**src/rtl/ftc_pkg.sv**
```systemverilog
package ftc_pkg;

  typedef enum logic [1:0] {
    SQ_IDLE = 2'd0,
    SQ_SEND = 2'd1,
    SQ_WAIT = 2'd2
  } sq_state_t;

  localparam logic [1:0] RA_CMD  = 2'd0;
  localparam logic [1:0] RA_THR  = 2'd1;
  localparam logic [1:0] RA_STEP = 2'd2;
  localparam logic [1:0] RA_STAT = 2'd3;

  localparam int CB_EN     = 0;
  localparam int CB_AUTO   = 1;
  localparam int CB_FORCE  = 2;
  localparam int CB_CLEAR  = 3;
  localparam int CB_STOP   = 4;
  localparam int CB_RETUNE = 5;

  localparam int WORDS_PER_SET = 3;

  // configuration word generated from its table address
  function automatic logic [31:0] ftc_word(input logic [31:0] a);
    logic [31:0] p;
    p = a * 32'h0000_9E37;
    return p ^ 32'h0000_5A5A;
  endfunction

  // signed step register value to index offset
  function automatic int ftc_step_delta(input logic signed [31:0] s);
    logic signed [31:0] q;
    q = s / 32'sd3;
    return int'(q);
  endfunction

  // saturating index update
  function automatic int ftc_clamp(input int cur, input int d, input int n);
    int t;
    t = cur + d;
    if (t < 0) t = 0;
    else if (t > n - 1) t = n - 1;
    return t;
  endfunction

endpackage

```
**src/rtl/ftc_regs.sv**
```systemverilog
module ftc_regs
  import ftc_pkg::*;
#(
  parameter int THR_W  = 16,
  parameter int STEP_W = 16
) (
  input  logic                     clk,
  input  logic                     rst_n,
  input  logic                     we,
  input  logic [1:0]               addr,
  input  logic [31:0]              wdata,
  input  logic                     busy,
  output logic                     cmd_en,
  output logic                     cmd_auto,
  output logic                     cmd_stop,
  output logic                     pulse_force,
  output logic                     pulse_clear,
  output logic                     pulse_retune,
  output logic [THR_W-1:0]         thr,
  output logic signed [STEP_W-1:0] step
);

  logic cmd_wr, thr_wr, step_wr, thr_zero;
  logic unused_wdata;

  assign cmd_wr   = we && (addr == RA_CMD);
  assign thr_wr   = we && (addr == RA_THR) && !busy;
  assign step_wr  = we && (addr == RA_STEP) && !busy;
  assign thr_zero = (wdata[THR_W-1:0] == '0);
  assign unused_wdata = ^wdata;

  assign pulse_force  = cmd_wr && wdata[CB_FORCE];
  assign pulse_clear  = cmd_wr && wdata[CB_CLEAR];
  assign pulse_retune = cmd_wr && wdata[CB_RETUNE];

  always_ff @(posedge clk) begin
    if (!rst_n) begin
      cmd_en   <= 1'b0;
      cmd_auto <= 1'b0;
      cmd_stop <= 1'b0;
      thr      <= THR_W'(1);
      step     <= STEP_W'(3);
    end else begin
      if (cmd_wr) begin
        cmd_en   <= wdata[CB_EN];
        cmd_auto <= wdata[CB_AUTO];
        cmd_stop <= wdata[CB_STOP];
      end
      if (thr_wr) thr <= thr_zero ? THR_W'(1) : wdata[THR_W-1:0];
      if (step_wr) step <= wdata[STEP_W-1:0];
    end
  end

  assert_thr_floor_R5: assert property (@(posedge clk) disable iff (!rst_n)
    (we && addr == RA_THR && !busy && thr_zero) |=> (thr == THR_W'(1)));

  assert_thr_frozen_R11: assert property (@(posedge clk) disable iff (!rst_n)
    (we && addr == RA_THR && busy) |=> $stable(thr));

  assert_step_frozen_R11: assert property (@(posedge clk) disable iff (!rst_n)
    (we && addr == RA_STEP && busy) |=> $stable(step));

endmodule

```
**src/rtl/ftc_act_cnt.sv**
```systemverilog
module ftc_act_cnt #(
  parameter int CNT_W = 16
) (
  input  logic             clk,
  input  logic             rst_n,
  input  logic             count_en,
  input  logic             act,
  input  logic             clr,
  output logic [CNT_W-1:0] cnt
);

  localparam logic [CNT_W-1:0] CNT_MAX = '1;

  logic at_max, bump;

  assign at_max = (cnt == CNT_MAX);
  assign bump   = count_en && act && !at_max;

  always_ff @(posedge clk) begin
    if (!rst_n)    cnt <= '0;
    else if (clr)  cnt <= '0;
    else if (bump) cnt <= cnt + 1'b1;
  end

  assert_clear_wins_R4: assert property (@(posedge clk) disable iff (!rst_n)
    clr |=> (cnt == '0));

  assert_count_step_R3: assert property (@(posedge clk) disable iff (!rst_n)
    (count_en && act && !clr && !at_max) |=> (cnt == $past(cnt) + 1'b1));

  assert_count_hold_R12: assert property (@(posedge clk) disable iff (!rst_n)
    (!count_en && !clr) |=> $stable(cnt));

endmodule

```
**src/rtl/ftc_seq.sv**
```systemverilog
module ftc_seq
  import ftc_pkg::*;
#(
  parameter int N_SET     = 486,
  parameter int START_IDX = 100,
  parameter int IDX_W     = 9,
  parameter int ADDR_W    = 11,
  parameter int WORD_W    = 16
) (
  input  logic              clk,
  input  logic              rst_n,
  input  logic              start,
  input  logic [IDX_W-1:0]  target,
  input  logic              cm_locked,
  output logic              busy,
  output logic [IDX_W-1:0]  idx,
  output logic              cfg_valid,
  output logic [ADDR_W-1:0] cfg_addr,
  output logic [WORD_W-1:0] cfg_data,
  output logic              done
);

  localparam logic [1:0] LAST_K = 2'(WORDS_PER_SET - 1);

  sq_state_t  st;
  logic [1:0] k;
  logic [ADDR_W-1:0] base_addr;

  assign busy      = (st != SQ_IDLE);
  assign cfg_valid = (st == SQ_SEND);
  assign done      = (st == SQ_WAIT) && cm_locked;
  assign base_addr = ADDR_W'(idx) * ADDR_W'(WORDS_PER_SET);
  assign cfg_addr  = base_addr + ADDR_W'(k);
  assign cfg_data  = WORD_W'(ftc_word(32'(cfg_addr)));

  always_ff @(posedge clk) begin
    if (!rst_n) begin
      st  <= SQ_IDLE;
      k   <= 2'd0;
      idx <= IDX_W'(START_IDX);
    end else begin
      case (st)
        SQ_IDLE: if (start) begin
          idx <= target;
          k   <= 2'd0;
          st  <= SQ_SEND;
        end
        SQ_SEND: begin
          if (k == LAST_K) st <= SQ_WAIT;
          else k <= k + 2'd1;
        end
        SQ_WAIT: if (cm_locked) st <= SQ_IDLE;
        default: st <= SQ_IDLE;
      endcase
    end
  end

  assert_idx_range_R7: assert property (@(posedge clk) disable iff (!rst_n)
    (idx < IDX_W'(N_SET)));

  assert_first_word_R8: assert property (@(posedge clk) disable iff (!rst_n)
    $rose(busy) |-> (cfg_valid && cfg_addr == base_addr));

  assert_word_order_R8: assert property (@(posedge clk) disable iff (!rst_n)
    (cfg_valid && $past(cfg_valid)) |-> (cfg_addr == $past(cfg_addr) + 1'b1));

  assert_wait_lock_R8: assert property (@(posedge clk) disable iff (!rst_n)
    (busy && !cfg_valid && !cm_locked) |=> busy);

endmodule

```
**src/rtl/freq_tune_ctrl.sv**
```systemverilog
module freq_tune_ctrl
  import ftc_pkg::*;
#(
  parameter int N_SET     = 486,
  parameter int START_IDX = 100,
  parameter int CNT_W     = 16,
  parameter int THR_W     = 16,
  parameter int STEP_W    = 16,
  parameter int WORD_W    = 16,
  localparam int IDX_W    = $clog2(N_SET),
  localparam int ADDR_W   = $clog2(WORDS_PER_SET * N_SET)
) (
  input  logic              clk,
  input  logic              rst_n,
  input  logic              reg_we,
  input  logic [1:0]        reg_addr,
  input  logic [31:0]       reg_wdata,
  output logic [31:0]       reg_rdata,
  input  logic              det_act,
  input  logic              batch_done,
  input  logic              cm_locked,
  output logic              cfg_valid,
  output logic [ADDR_W-1:0] cfg_addr,
  output logic [WORD_W-1:0] cfg_data,
  output logic              busy,
  output logic              user_en,
  output logic              clk_stop
);

  logic cmd_en, cmd_auto, cmd_stop;
  logic pulse_force, pulse_clear, pulse_retune;
  logic [THR_W-1:0] thr;
  logic signed [STEP_W-1:0] step;
  logic [CNT_W-1:0] cnt;
  logic [IDX_W-1:0] idx, target;
  logic seq_done, thr_hit, idle;
  logic start_host, start_man, start_auto, start;
  logic signed [31:0] step_ext;
  int delta;

  ftc_regs #(.THR_W(THR_W), .STEP_W(STEP_W)) u_regs (
    .clk(clk), .rst_n(rst_n), .we(reg_we), .addr(reg_addr), .wdata(reg_wdata),
    .busy(busy), .cmd_en(cmd_en), .cmd_auto(cmd_auto), .cmd_stop(cmd_stop),
    .pulse_force(pulse_force), .pulse_clear(pulse_clear),
    .pulse_retune(pulse_retune), .thr(thr), .step(step)
  );

  ftc_act_cnt #(.CNT_W(CNT_W)) u_cnt (
    .clk(clk), .rst_n(rst_n), .count_en(cmd_en && !busy),
    .act(det_act || pulse_force), .clr(pulse_clear || seq_done), .cnt(cnt)
  );

  ftc_seq #(
    .N_SET(N_SET), .START_IDX(START_IDX), .IDX_W(IDX_W),
    .ADDR_W(ADDR_W), .WORD_W(WORD_W)
  ) u_seq (
    .clk(clk), .rst_n(rst_n), .start(start), .target(target),
    .cm_locked(cm_locked), .busy(busy), .idx(idx), .cfg_valid(cfg_valid),
    .cfg_addr(cfg_addr), .cfg_data(cfg_data), .done(seq_done)
  );

  // retune decision
  assign idle       = !busy;
  assign thr_hit    = (32'(cnt) >= 32'(thr));
  assign start_host = idle && pulse_retune;
  assign start_man  = idle && cmd_en && !cmd_auto && thr_hit;
  assign start_auto = idle && cmd_en && cmd_auto && batch_done;
  assign start      = start_host || start_man || start_auto;
  assign step_ext   = 32'(step);

  always_comb begin
    if (start_host || start_man) delta = ftc_step_delta(step_ext);
    else if (thr_hit)            delta = 1;
    else                         delta = -1;
    target = IDX_W'(ftc_clamp(int'(idx), delta, N_SET));
  end

  assign user_en  = cmd_en;
  assign clk_stop = cmd_stop;

  always_comb begin
    case (reg_addr)
      RA_CMD:  reg_rdata = 32'({cmd_stop, 2'b00, cmd_auto, cmd_en});
      RA_THR:  reg_rdata = 32'(thr);
      RA_STEP: reg_rdata = step_ext;
      default: reg_rdata = {16'(idx), 16'(cnt)};
    endcase
  end

  assert_manual_fire_R6: assert property (@(posedge clk) disable iff (!rst_n)
    (idle && cmd_en && !cmd_auto && thr_hit) |=> busy);

  assert_auto_defers_R9: assert property (@(posedge clk) disable iff (!rst_n)
    (idle && cmd_auto && !batch_done && !pulse_retune) |=> !busy);

  assert_host_fire_R10: assert property (@(posedge clk) disable iff (!rst_n)
    (idle && pulse_retune) |=> busy);

  assert_lock_clears_R8: assert property (@(posedge clk) disable iff (!rst_n)
    seq_done |=> (cnt == '0 && !busy));

endmodule

```
**config.mk**
```make
export PLATFORM = sky130hd
export DESIGN_NAME = freq_tune_ctrl
export DESIGN_NICKNAME = d
export VERILOG_FILES = /design/src/rtl/ftc_pkg.sv /design/src/rtl/ftc_regs.sv /design/src/rtl/ftc_act_cnt.sv /design/src/rtl/ftc_seq.sv /design/src/rtl/freq_tune_ctrl.sv
export SDC_FILE = /design/constraint.sdc
export NUM_CORES = 1
export LEC_CHECK = 0
export BUFFER_PORTS_ARGS = -buffer_cell sky130_fd_sc_hd__buf_2
export CAP_MARGIN = 20
export CORE_ASPECT_RATIO = 1.2
export CORE_MARGIN = 5
export CORE_UTILIZATION = 65
export CTS_CLUSTER_SIZE = 24
export DETAILED_ROUTE_END_ITERATION = 16
export PLACE_DENSITY_LB_ADDON = 0.2
export SYNTH_ARGS = -nofsm -noshare
export SYNTH_HDL_FRONTEND = slang
export SYNTH_SLANG_ARGS = --single-unit
```
**constraint.sdc**
```tcl
create_clock -name clk -period 29.8 [get_ports clk]
set_clock_uncertainty 0.05 [all_clocks]
set_input_delay 2.98 -clock clk [delete_from_list [all_inputs] [get_ports clk]]
set_output_delay 2.98 -clock clk [all_outputs]
set_load 0.02 [all_outputs]
```
==> flow_metrics.env, run 1 <==
export IMPL_outcome="completed"
export IMPL_dp_cells=1463
export IMPL_cp_arrival_ps=12170
export IMPL_ys_types=103
export IMPL_num_vias=9323
export IMPL_postCtsHoldBufs=0
export IMPL_crit_path_end="u_seq.idx[4]"
export IMPL_whs_ps=412.4
export IMPL_power_share_switching_pct=50.17
export IMPL_cts_buffers=9
export IMPL_worst_pin_slew_ps=1062
export IMPL_grt_pass1_wl_mm=43.30
export IMPL_ys_warn_count=0
export IMPL_grt_max_degree=50
export IMPL_ir_drop_mv=0.05141
export IMPL_yosysSeqAreaShare_pct=13.32
export IMPL_power_share_clock_pct=14.0
export IMPL_synth_nets=1417
export IMPL_path_delay_family="compound AO/OA/AOI/OAI gates"
export IMPL_rsz0062_at_grt="false"
export IMPL_fin_crit_sh_pct=40.16
export IMPL_ys_seq_elements=64
export IMPL_worstSetupPathType="register to register"
export IMPL_rr_worst_depth=43
export IMPL_finalInstanceArea_um2=10310
export IMPL_mappedNetlistArea_um2=9615
export IMPL_setup_tns_ps=0
export IMPL_holdCritStartpoint="u_regs.thr[3]"
export IMPL_clk_latency_ps=330
export IMPL_row_count=48
export IMPL_r2r_setup_slack_ps=17830
export IMPL_grt_overflow_total=0
export IMPL_setup_violations=0
export IMPL_num_antenna_cells=0
export IMPL_cts_setup_buffers=0
export IMPL_critical_path_slowest_cell="nor2_1"
export IMPL_internal_power_uw=368.4
export IMPL_synth_edf_count=0
export IMPL_drive_above_1_share_pct=12.74
export IMPL_hp_class="register to register"
export IMPL_grt_pass1_vias=9002
export IMPL_cts_sinks=64
export IMPL_seqPwrFrac_pct=12.4
export IMPL_placedInstanceArea_um2=10010
export IMPL_hold_violations=0
export IMPL_combPwrFrac_pct=73.6
export IMPL_postRouteAntennaNets=0
export IMPL_synth_area_top_cells="dfxtp_1 (13%), ha_1 (13%), fa_1 (8.7%), nand2_1 (6.4%), inv_1 (4.3%)"
export IMPL_syn_to_final_growth_pct=7.248
export IMPL_final_core_util_pct=71.25
export IMPL_instances_no_fill=1479
export IMPL_post_dp_hpwl_mm=19.92
export IMPL_syn_avg_cell_area_um2=7.767
export IMPL_cp_data_required_time_ps=30010
export IMPL_initial_core_util_pct=66.43
export IMPL_leakage_nw=4.403
export IMPL_routedWlPerCell_um=17.39
export IMPL_crit_cells=43
export IMPL_synth_top_cell_by_area="dfxtp_1"
export IMPL_drv_slew=0
export IMPL_cts_repair_resized=0
export IMPL_async_reset_ff_share_pct=0
export IMPL_antenna_found_initial=0
export IMPL_path_max_fanout=16
export IMPL_viasPerCell=6.304
export IMPL_dieArea_um2=17340
export IMPL_cts_clk_slew_worst_paths_ps=60
export IMPL_maxCapViolations=0
export IMPL_ys_flop_type="dfxtp_1"
export IMPL_startpoint_type="register"
export IMPL_max_stage_delay_ps=740
export IMPL_cts_tree="built"
export IMPL_core_um2=14470
export IMPL_syn_instance_count=1238
export IMPL_r2r_end="u_seq.idx[4]"
export IMPL_die_x_um=121.0
export IMPL_track_usage_pct=30.23
export IMPL_drt_iter0_drc=788
export IMPL_power_switching_uw=370.9
export IMPL_pin_count=103
export IMPL_max_freq_mhz=83.55
export IMPL_die_y_um=143.2
export IMPL_maxSlewHeadroom_pct=28.70
export IMPL_cts_buffer_depth=2
export IMPL_port_buffer_count=86
export IMPL_nets=1453
export IMPL_power_density_nw_per_um2=71.69
export IMPL_path_buf_inv=3
export IMPL_cp_end_kind="register"
export IMPL_drtPass1Iterations=6
export IMPL_drc=0
export IMPL_htree_levels=3
export IMPL_reg2reg_from="u_regs.step[0]"
export IMPL_routed_wl_mm=25.72
export IMPL_cp_startpoint="u_regs.step[0]"
export IMPL_fin_crit_ps=11970
export IMPL_routabilityCongestion=0.9383
export IMPL_root_buffer="clkbuf_16"
export IMPL_yosys_area_top_type_share_pct=13.32
## layout make-up
| cell class | count | area [um2] |
|---|---|---|
| clock buffers | 13 | 280.3 |
| inverters | 112 | 420.4 |
| multi-input cells | 992 | 7559 |
| fillers | 1184 | 4161 |
| repair buffers | 95 | 498.0 |
| clock inverters | 3 | 23.77 |
| flip-flops and latches | 64 | 1281 |
| well taps | 200 | 250.2 |
## state kept, by name, summed over array words and instances, names as in the netlist
| signal | count |
|---|---|
| u_regs.cmd_auto | 1 |
| u_cnt.cnt | 16 |
| u_regs.cmd_en | 1 |
| u_regs.cmd_stop | 1 |
| u_regs.thr | 16 |
| u_seq.idx | 9 |
| u_regs.step | 16 |
| u_seq.st | 2 |
| u_seq.k | 2 |
## cells in the mapped netlist (all sizes together) (5+ instances only)
cell,n
a22o,12
fa,42
a31oi,15
mux2i,9
nor2,84
o21ai,70
a21o,22
xnor2,47
a221oi,5
nor4,7
o41ai,6
or3,7
a21oi,71
nand2,166
buf,33
o22ai,13
o211ai,14
ha,97
nand3,18
o32ai,5
o31ai,9
inv,111
nor3,33
nand4,8
clkbuf,37
nand2b,11
nor2b,11
a21boi,44
or2,6
dfxtp,64
o21bai,22
a211oi,14
and2,6
xor2,38
## routing by layer
layer	global-route usage, %	share of wire, %	vias up
met4	12.29	3.8	0
met3	2.575	7.0	85
met5	0	0	-
met1	37.65	40	4322
li1	-	-	4461
met2	53.78	50	455
## how the worst min path moves through the flow
stage                          end  slack (ps)  depth (start not counted)
floorplan           u_regs.thr[10]         390                          2
global route        u_regs.thr[15]         440                          2
finish               u_regs.thr[3]         410                          2
global placement    u_regs.thr[14]         400                          2
detailed placement  u_regs.thr[15]         410                          2
CTS                 u_regs.thr[11]         420                          2
## power by group through the flow
stage          registers (mW)  clock network [mW]  logic (mW)
2_1_floorplan          0.0913                   0       0.420
3_3_place_gp           0.0932                   0       0.528
3_5_place_dp           0.0934                   0       0.544
4_1_cts                0.0915               0.104       0.547
5_1_grt                0.0919               0.109       0.605
6_report               0.0917               0.104       0.544
## cell families after synthesis
group / after synthesis / share of synthesized area, %
fa+ha+maj: 140 / 21.47
flops: 64 / 13.32
mux: 14 / 1.991
xor+xnor: 85 / 8.094
buf+inv: 182 / 8.068
compound gates: 379 / 29.19
simple gates: 374 / 17.87
## per-stage QoR
step | setup WS (ps) | total power [mW]
floorplan | 20050 | 0.5114
global placement | 18310 | 0.6210
detailed placement | 18090 | 0.6370
CTS | 18000 | 0.7424
global route | 16950 | 0.8056
finish | 17830 | 0.7393
## tightest hold or removal path, cell delays in order (launching register included)
cell and delay [ps]:
dfxtp_1 300, nand2_1 50, a21boi_0 60
## layout by cell type (no fill, tap or decap), types with 31 or more instances in the layout
cell type / netlist / routed
o21ai_0: 61 / 61
xor2_1: 36 / 36
nor3_1: 31 / 31
fa_1: 42 / 42
inv_1: 111 / 111
xnor2_1: 46 / 46
buf_2: 11 / 86
nor2_1: 83 / 83
a21boi_0: 39 / 39
nand2_1: 165 / 165
dfxtp_1: 64 / 64
a21oi_1: 67 / 67
ha_1: 97 / 97
(Power assumes the default switching activity.)
==> run 2, diff against run 1 <==
- ABC_AREA: default -> 1
- CORE_UTILIZATION: 65 -> 60
- clock period: 29.8 -> 11.9 ns (I/O delays scaled with it)
==> run 2 against run 1 <==
Compared with the run above: clock power increased to 2.5 times the previous value; clock-buffer cell count decreased by 3; cell area decreased by 14%; wire length decreased by 23%; sequential cell count unchanged; die area decreased by 8.4%; core utilization decreased by 3.9 points; fmax increased by 34%; largest cell class unchanged; largest power group unchanged.
==> flow_metrics.env, run 2 <==
export IMPL_async_reset_ff_share_pct=0
export IMPL_die_y_um=137.0
export IMPL_syn_instance_count=1159
export IMPL_synth_fa_ha_area_share_pct=25.46
export IMPL_clk_latency_ps=330
export IMPL_setup_tns_ps=0
export IMPL_netlist_top_cells_count="inv_1 (213), nand2_1 (205), a21oi_1 (97), ha_1 (97), nor2_1 (70)"
export IMPL_syn_to_final_growth_pct=10.50
export IMPL_hold_violations=0
export IMPL_layout_commonest_cell="inv_1"
export IMPL_ir_drop_mv=0.8318
export IMPL_synth_top_cell_by_area="dfxtp_1"
export IMPL_outcome="completed"
export IMPL_routedWlPerCell_um=14.08
export IMPL_grt_pass1_vias=7261
export IMPL_cts_buffers=9
export IMPL_fin_crit_ps=8917
export IMPL_drt_iter0_drc=457
export IMPL_combPwrFrac_pct=75.9
export IMPL_drc=0
export IMPL_cp_arrival_ps=9060
export IMPL_internal_power_uw=968.6
export IMPL_die_x_um=115.9
export IMPL_cts_sinks=64
export IMPL_nets=1413
export IMPL_cts_setup_buffers=0
export IMPL_cts_clk_slew_worst_paths_ps=50
export IMPL_dieArea_um2=15880
export IMPL_root_buffer="clkbuf_16"
export IMPL_ys_seq_elements=64
export IMPL_grt_overflow_total=0
export IMPL_drtPass1Iterations=5
export IMPL_critical_path_slowest_cell="dfxtp_1"
export IMPL_setup_violations=0
export IMPL_core_um2=13240
export IMPL_synth_area_top_cells="dfxtp_1 (16%), ha_1 (15%), fa_1 (10%), inv_1 (9.9%), nand2_1 (9.5%)"
export IMPL_cts_buffer_depth=2
export IMPL_startpoint_type="register"
export IMPL_synth_simple_area_share_pct=24.02
export IMPL_dp_slack_ps=3045
export IMPL_maxSlewHeadroom_pct=44.29
export IMPL_seqPwrFrac_pct=11.3
export IMPL_hp_class="register to register"
export IMPL_drive_above_1_share_pct=14.30
export IMPL_mostFrequentLayoutCells="inv_1 (213), nand2_1 (205), a21oi_1 (97), ha_1 (97), buf_2 (86)"
export IMPL_row_count=46
export IMPL_worstSetupPathType="register to register"
export IMPL_synthXorXnorAreaFrac_pct=5.210
export IMPL_grt_max_degree=34
export IMPL_cts_repair_resized=0
export IMPL_nFillCells=1192
export IMPL_dp_cells=1391
export IMPL_mappedNetlistArea_um2=8069
export IMPL_cts_tree="built"
export IMPL_cp_end_kind="register"
export IMPL_htree_levels=3
export IMPL_maxCapViolations=0
export IMPL_power_share_clock_pct=12.8
export IMPL_synth_top_family_by_area="adder cells"
export IMPL_cp_data_required_time_ps=12040
export IMPL_synth_compound_area_share_pct=17.27
export IMPL_routed_wl_mm=19.80
export IMPL_postCtsHoldBufs=0
export IMPL_port_buffer_count=86
export IMPL_leakage_nw=4.484
export IMPL_grt_pass1_wl_mm=33.11
export IMPL_ys_types=48
export IMPL_viasPerCell=5.441
export IMPL_routabilityCongestion=0.9521
export IMPL_num_vias=7650
export IMPL_yosysMostFrequentCell="inv_1"
export IMPL_yosysSeqAreaShare_pct=15.88
export IMPL_initial_core_util_pct=60.95
export IMPL_rsz0062_at_grt="false"
export IMPL_drv_slew=0
export IMPL_max_freq_mhz=112.1
export IMPL_yosys_area_top_type_share_pct=15.88
export IMPL_pin_count=103
export IMPL_fin_crit_sh_pct=74.93
export IMPL_power_switching_mw=1.072
export IMPL_ys_warn_count=0
export IMPL_path_delay_family="simple AND/OR/NAND/NOR gates"
export IMPL_muxShareOfSynthArea_pct=0
export IMPL_path_max_fanout=9
export IMPL_post_dp_hpwl_mm=16.47
export IMPL_ys_flop_type="dfxtp_1"
export IMPL_top_regs="u_cnt.cnt x16, u_regs.step x16, u_regs.thr x16"
export IMPL_instances_no_fill=1406
export IMPL_worst_pin_slew_ps=833.3
export IMPL_synth_edf_count=0
export IMPL_setup_ws_ps=2983
export IMPL_syn_avg_cell_area_um2=6.962
export IMPL_power_density_nw_per_um2=228.9
export IMPL_antenna_found_initial=0
export IMPL_path_buf_inv=9
export IMPL_whs_ps=441.4
export IMPL_synth_nets=1338
export IMPL_track_usage_pct=25.78
export IMPL_num_antenna_cells=0
export IMPL_power_share_switching_pct=52.53
export IMPL_path_common_cell="nand2_1"
export IMPL_postRouteAntennaNets=0
export IMPL_max_stage_delay_ps=370
[run 2: worst register-to-register path: cells and delay by family (launching register included)]
kind,cells,cell delay [ps]
compound gates,7,1260
fa+ha+maj,5,1150
buf+inv,9,720
flops,1,370
simple gates,51,5190
[run 2: metal layers]
layer  vias up  GRT usage (%)  share of wire, %
met5         -              0                 0
met4         0          9.994               3.3
met3        51          3.848               5.6
met2       210          44.34                49
met1      3443          32.30                43
li1       3946              -                 -
[run 2: final timing paths]
| kind | start | endpoint | slack [ps] | cells past startpoint |
|---|---|---|---|---|
| setup / recovery | u_regs.step[0] | u_seq.idx[2] | 2980 | 72 |
| hold / removal | u_seq.k[0] | u_seq.k[0] | 440 | 2 |
| setup reg to reg | u_regs.step[0] | u_seq.idx[2] | 2980 | 72 |
| hold reg to reg | u_seq.k[0] | u_seq.k[0] | 440 | 2 |
[run 2: power by group through the flow]
stage | Combinational [mW] | Sequential, mW | Clock (mW)
3_5_place_dp | 1.56 | 0.235 | 0
3_3_place_gp | 1.53 | 0.235 | 0
2_1_floorplan | 1.19 | 0.233 | 0
6_report | 1.55 | 0.231 | 0.262
5_1_grt | 1.74 | 0.231 | 0.276
4_1_cts | 1.57 | 0.230 | 0.264
[run 2: area by class of cell]
type                    count  area, um2  share of cell area [%]
well taps                 168      210.2                   2.358
multi-input cells         841       5812                   65.18
inverters                 228      855.8                   9.599
flip-flops and latches     64       1281                   14.37
clock buffers              10      239.0                   2.680
repair buffers             90      460.4                   5.164
clock inverters             5      57.56                  0.6455
[run 2: cell families (layout without fill, tap and decap cells)]
| group | after synthesis | in the layout |
|---|---|---|
| AO/OA/AOI/OAI | 238 | 238 |
| XOR/XNOR | 48 | 48 |
| adder cells (fa/ha/maj) | 139 | 139 |
| flip-flops | 64 | 64 |
| buffers and inverters | 254 | 333 |
| AND/OR/NAND/NOR | 416 | 416 |
[run 2: through the flow]
stage	instance area [um2]	power [mW]	util, %
2_1_floorplan	8069	1.423	-
3_3_place_gp	8620	1.767	65.11
3_5_place_dp	8620	1.797	65.11
4_1_cts	8916	2.066	67.35
5_1_grt	8916	2.242	67.35
6_report	8916	2.041	67.35
==> run 3, diff against run 2 <==
- ABC_AREA: 1 -> 0
- CORE_UTILIZATION: 60 -> 62
- clock period: 11.9 -> 9 ns (I/O delays scaled with it)
==> run 3 against run 2 <==
Compared with the run above: sequential power rose by 29%; via count rose by 31%; worst hold slack got worse by 27 ps; non-clock buffer count increased by 158; wire length up 44%; clock-buffer cell count unchanged; clock power is 21% higher; cell area increased by 35%; largest cell class unchanged; largest power group unchanged.
==> flow_metrics.env, run 3 (same netlist as run 1, synthesis figures left out) <==
export IMPL_num_antenna_cells=0
export IMPL_clk_latency_ps=330
export IMPL_ir_drop_mv=0.2751
export IMPL_drive_above_1_share_pct=27.29
export IMPL_rsz0062_at_grt="true"
export IMPL_routabilityCongestion=0.9120
export IMPL_final_core_util_pct=79.32
export IMPL_row_count=49
export IMPL_dieArea_um2=18110
export IMPL_cp_end_kind="register"
export IMPL_critical_path_slowest_cell="or4b_4"
export IMPL_htree_levels=3
export IMPL_nFillCells=1071
export IMPL_cp_data_required_time_ps=9210
export IMPL_grt_overflow_total=0
export IMPL_nets=1607
export IMPL_syn_to_final_growth_pct=24.92
export IMPL_cts_buffers=9
export IMPL_outcome="completed"
export IMPL_initial_core_util_pct=63.50
export IMPL_port_buffer_count=86
export IMPL_whs_ps=414.6
export IMPL_drt_iter0_drc=829
export IMPL_mostFrequentLayoutCells="nand2_1 (161), buf_4 (148), inv_1 (107)"
export IMPL_grt_pass1_vias=9449
export IMPL_instances_no_fill=1637
export IMPL_num_vias=10010
export IMPL_layout_commonest_cell="nand2_1"
export IMPL_maxSlewHeadroom_pct=33.05
export IMPL_r2r_setup_slack_ps=6
export IMPL_fin_crit_sh_pct=99.94
export IMPL_finalInstanceArea_um2=12010
export IMPL_multiInputGateArea_um2=8080
export IMPL_cts_tree="built"
export IMPL_placedInstanceArea_um2=11040
export IMPL_power_density_nw_per_um2=221.6
export IMPL_viasPerCell=6.113
export IMPL_startpoint_type="register"
export IMPL_die_x_um=123.7
export IMPL_antenna_found_initial=0
export IMPL_pin_count=103
export IMPL_cts_clk_slew_worst_paths_ps=60
export IMPL_max_stage_delay_ps=540
export IMPL_setup_tns_ps=0
export IMPL_cp_arrival_ps=9210
export IMPL_root_buffer="clkbuf_16"
export IMPL_grt_pass1_wl_mm=44.66
export IMPL_max_freq_mhz=111.2
export IMPL_path_max_fanout=6
export IMPL_hp_class="register to register"
export IMPL_dp_cells=1591
export IMPL_die_y_um=146.4
export IMPL_cts_buffer_depth=2
export IMPL_fin_crit_ps=8994
export IMPL_worstSetupPathType="register to register"
export IMPL_maxCapViolations=0
export IMPL_postRouteAntennaNets=0
export IMPL_ff_latch_area_um2=1284
export IMPL_cts_sinks=64
export IMPL_drc=0
export IMPL_core_um2=15140
export IMPL_drtPass1Iterations=5
export IMPL_worst_pin_slew_ps=997.1
export IMPL_post_dp_hpwl_mm=21.83
export IMPL_path_common_cell="a21oi_2"
export IMPL_routed_wl_mm=28.43
export IMPL_grt_max_degree=50
export IMPL_routedWlPerCell_um=17.37
export IMPL_leakage_nw=5.248
export IMPL_drv_slew=0
export IMPL_top_regs="u_cnt.cnt x16, u_regs.step x16, u_regs.thr x16"
export IMPL_setup_violations=0
export IMPL_hold_violations=0
export IMPL_postCtsHoldBufs=0
export IMPL_track_usage_pct=29.87
## run 3: cell count changes in the layout (fill, tap and decap cells not counted), sizes merged, moves of 15 or more
cell	change
a21boi	+43
a21o	+21
a21oi	-28
buf	+158
inv	-112
nand2	-56
nand3	-53
nor3	+20
o21ai	-15
xnor2	+31
## run 3: power breakdown
part / switching [mW] / internal (mW) / leakage (nW)
Combinational: 1.18 / 0.871 / 4.60
Sequential: 0.00737 / 0.291 / 0.518
Clock: 0.129 / 0.187 / 0.133
## run 3: per-layer routing
layer	part of all wire (%)	vias to the layer above	GRT usage, %
met5	0	-	0
met4	3.4	0	12.58
met3	6.1	93	3.095
met2	51	396	50.96
met1	40	4743	37.85
li1	-	4775	-
## run 3: final cells by class
class	instances	share of cell area (%)
clock inverter	6	0.3646
timing repair buffer	248	14.15
sequential	64	10.69
inverter	112	3.500
multi-input combinational	993	67.27
clock buffer	10	1.906
tap	204	2.125
## run 3: what timing repair did
item                                    4_1_cts  5_1_grt
pin swaps                                     1       41
buffers inserted                              1       29
resized for setup                             6       87
hold endpoints to repair                      0        0
cloned                                        0        1
endpoints found under the setup margin        9        9
## run 3: worst max-delay path, delay by kind of cell (launching register included)
family | cells | cell delay [ps]
AO/OA/AOI/OAI | 28 | 5030
AND/OR/NAND/NOR | 5 | 1290
adder cells (fa/ha/maj) | 5 | 1020
buffers and inverters | 8 | 890
flip-flops | 1 | 320
XOR/XNOR | 2 | 320
## run 3: final timing paths
kind,from,to,cells past startpoint
worst min register to register,u_regs.thr[10],u_regs.thr[10],2
worst max register to register,u_regs.step[0],u_seq.idx[4],48
worst max-delay path,u_regs.step[0],u_seq.idx[4],48
worst min-delay path,u_regs.thr[10],u_regs.thr[10],2
## run 3: through the flow
step / power [mW] / setup WS, ps
floorplan: 1.708 / 10.87
global placement: 2.192 / 12.35
detailed placement: 2.256 / -103.2
CTS: 2.585 / 17.80
global route: 2.883 / -415.9
finish: 2.662 / 5.581
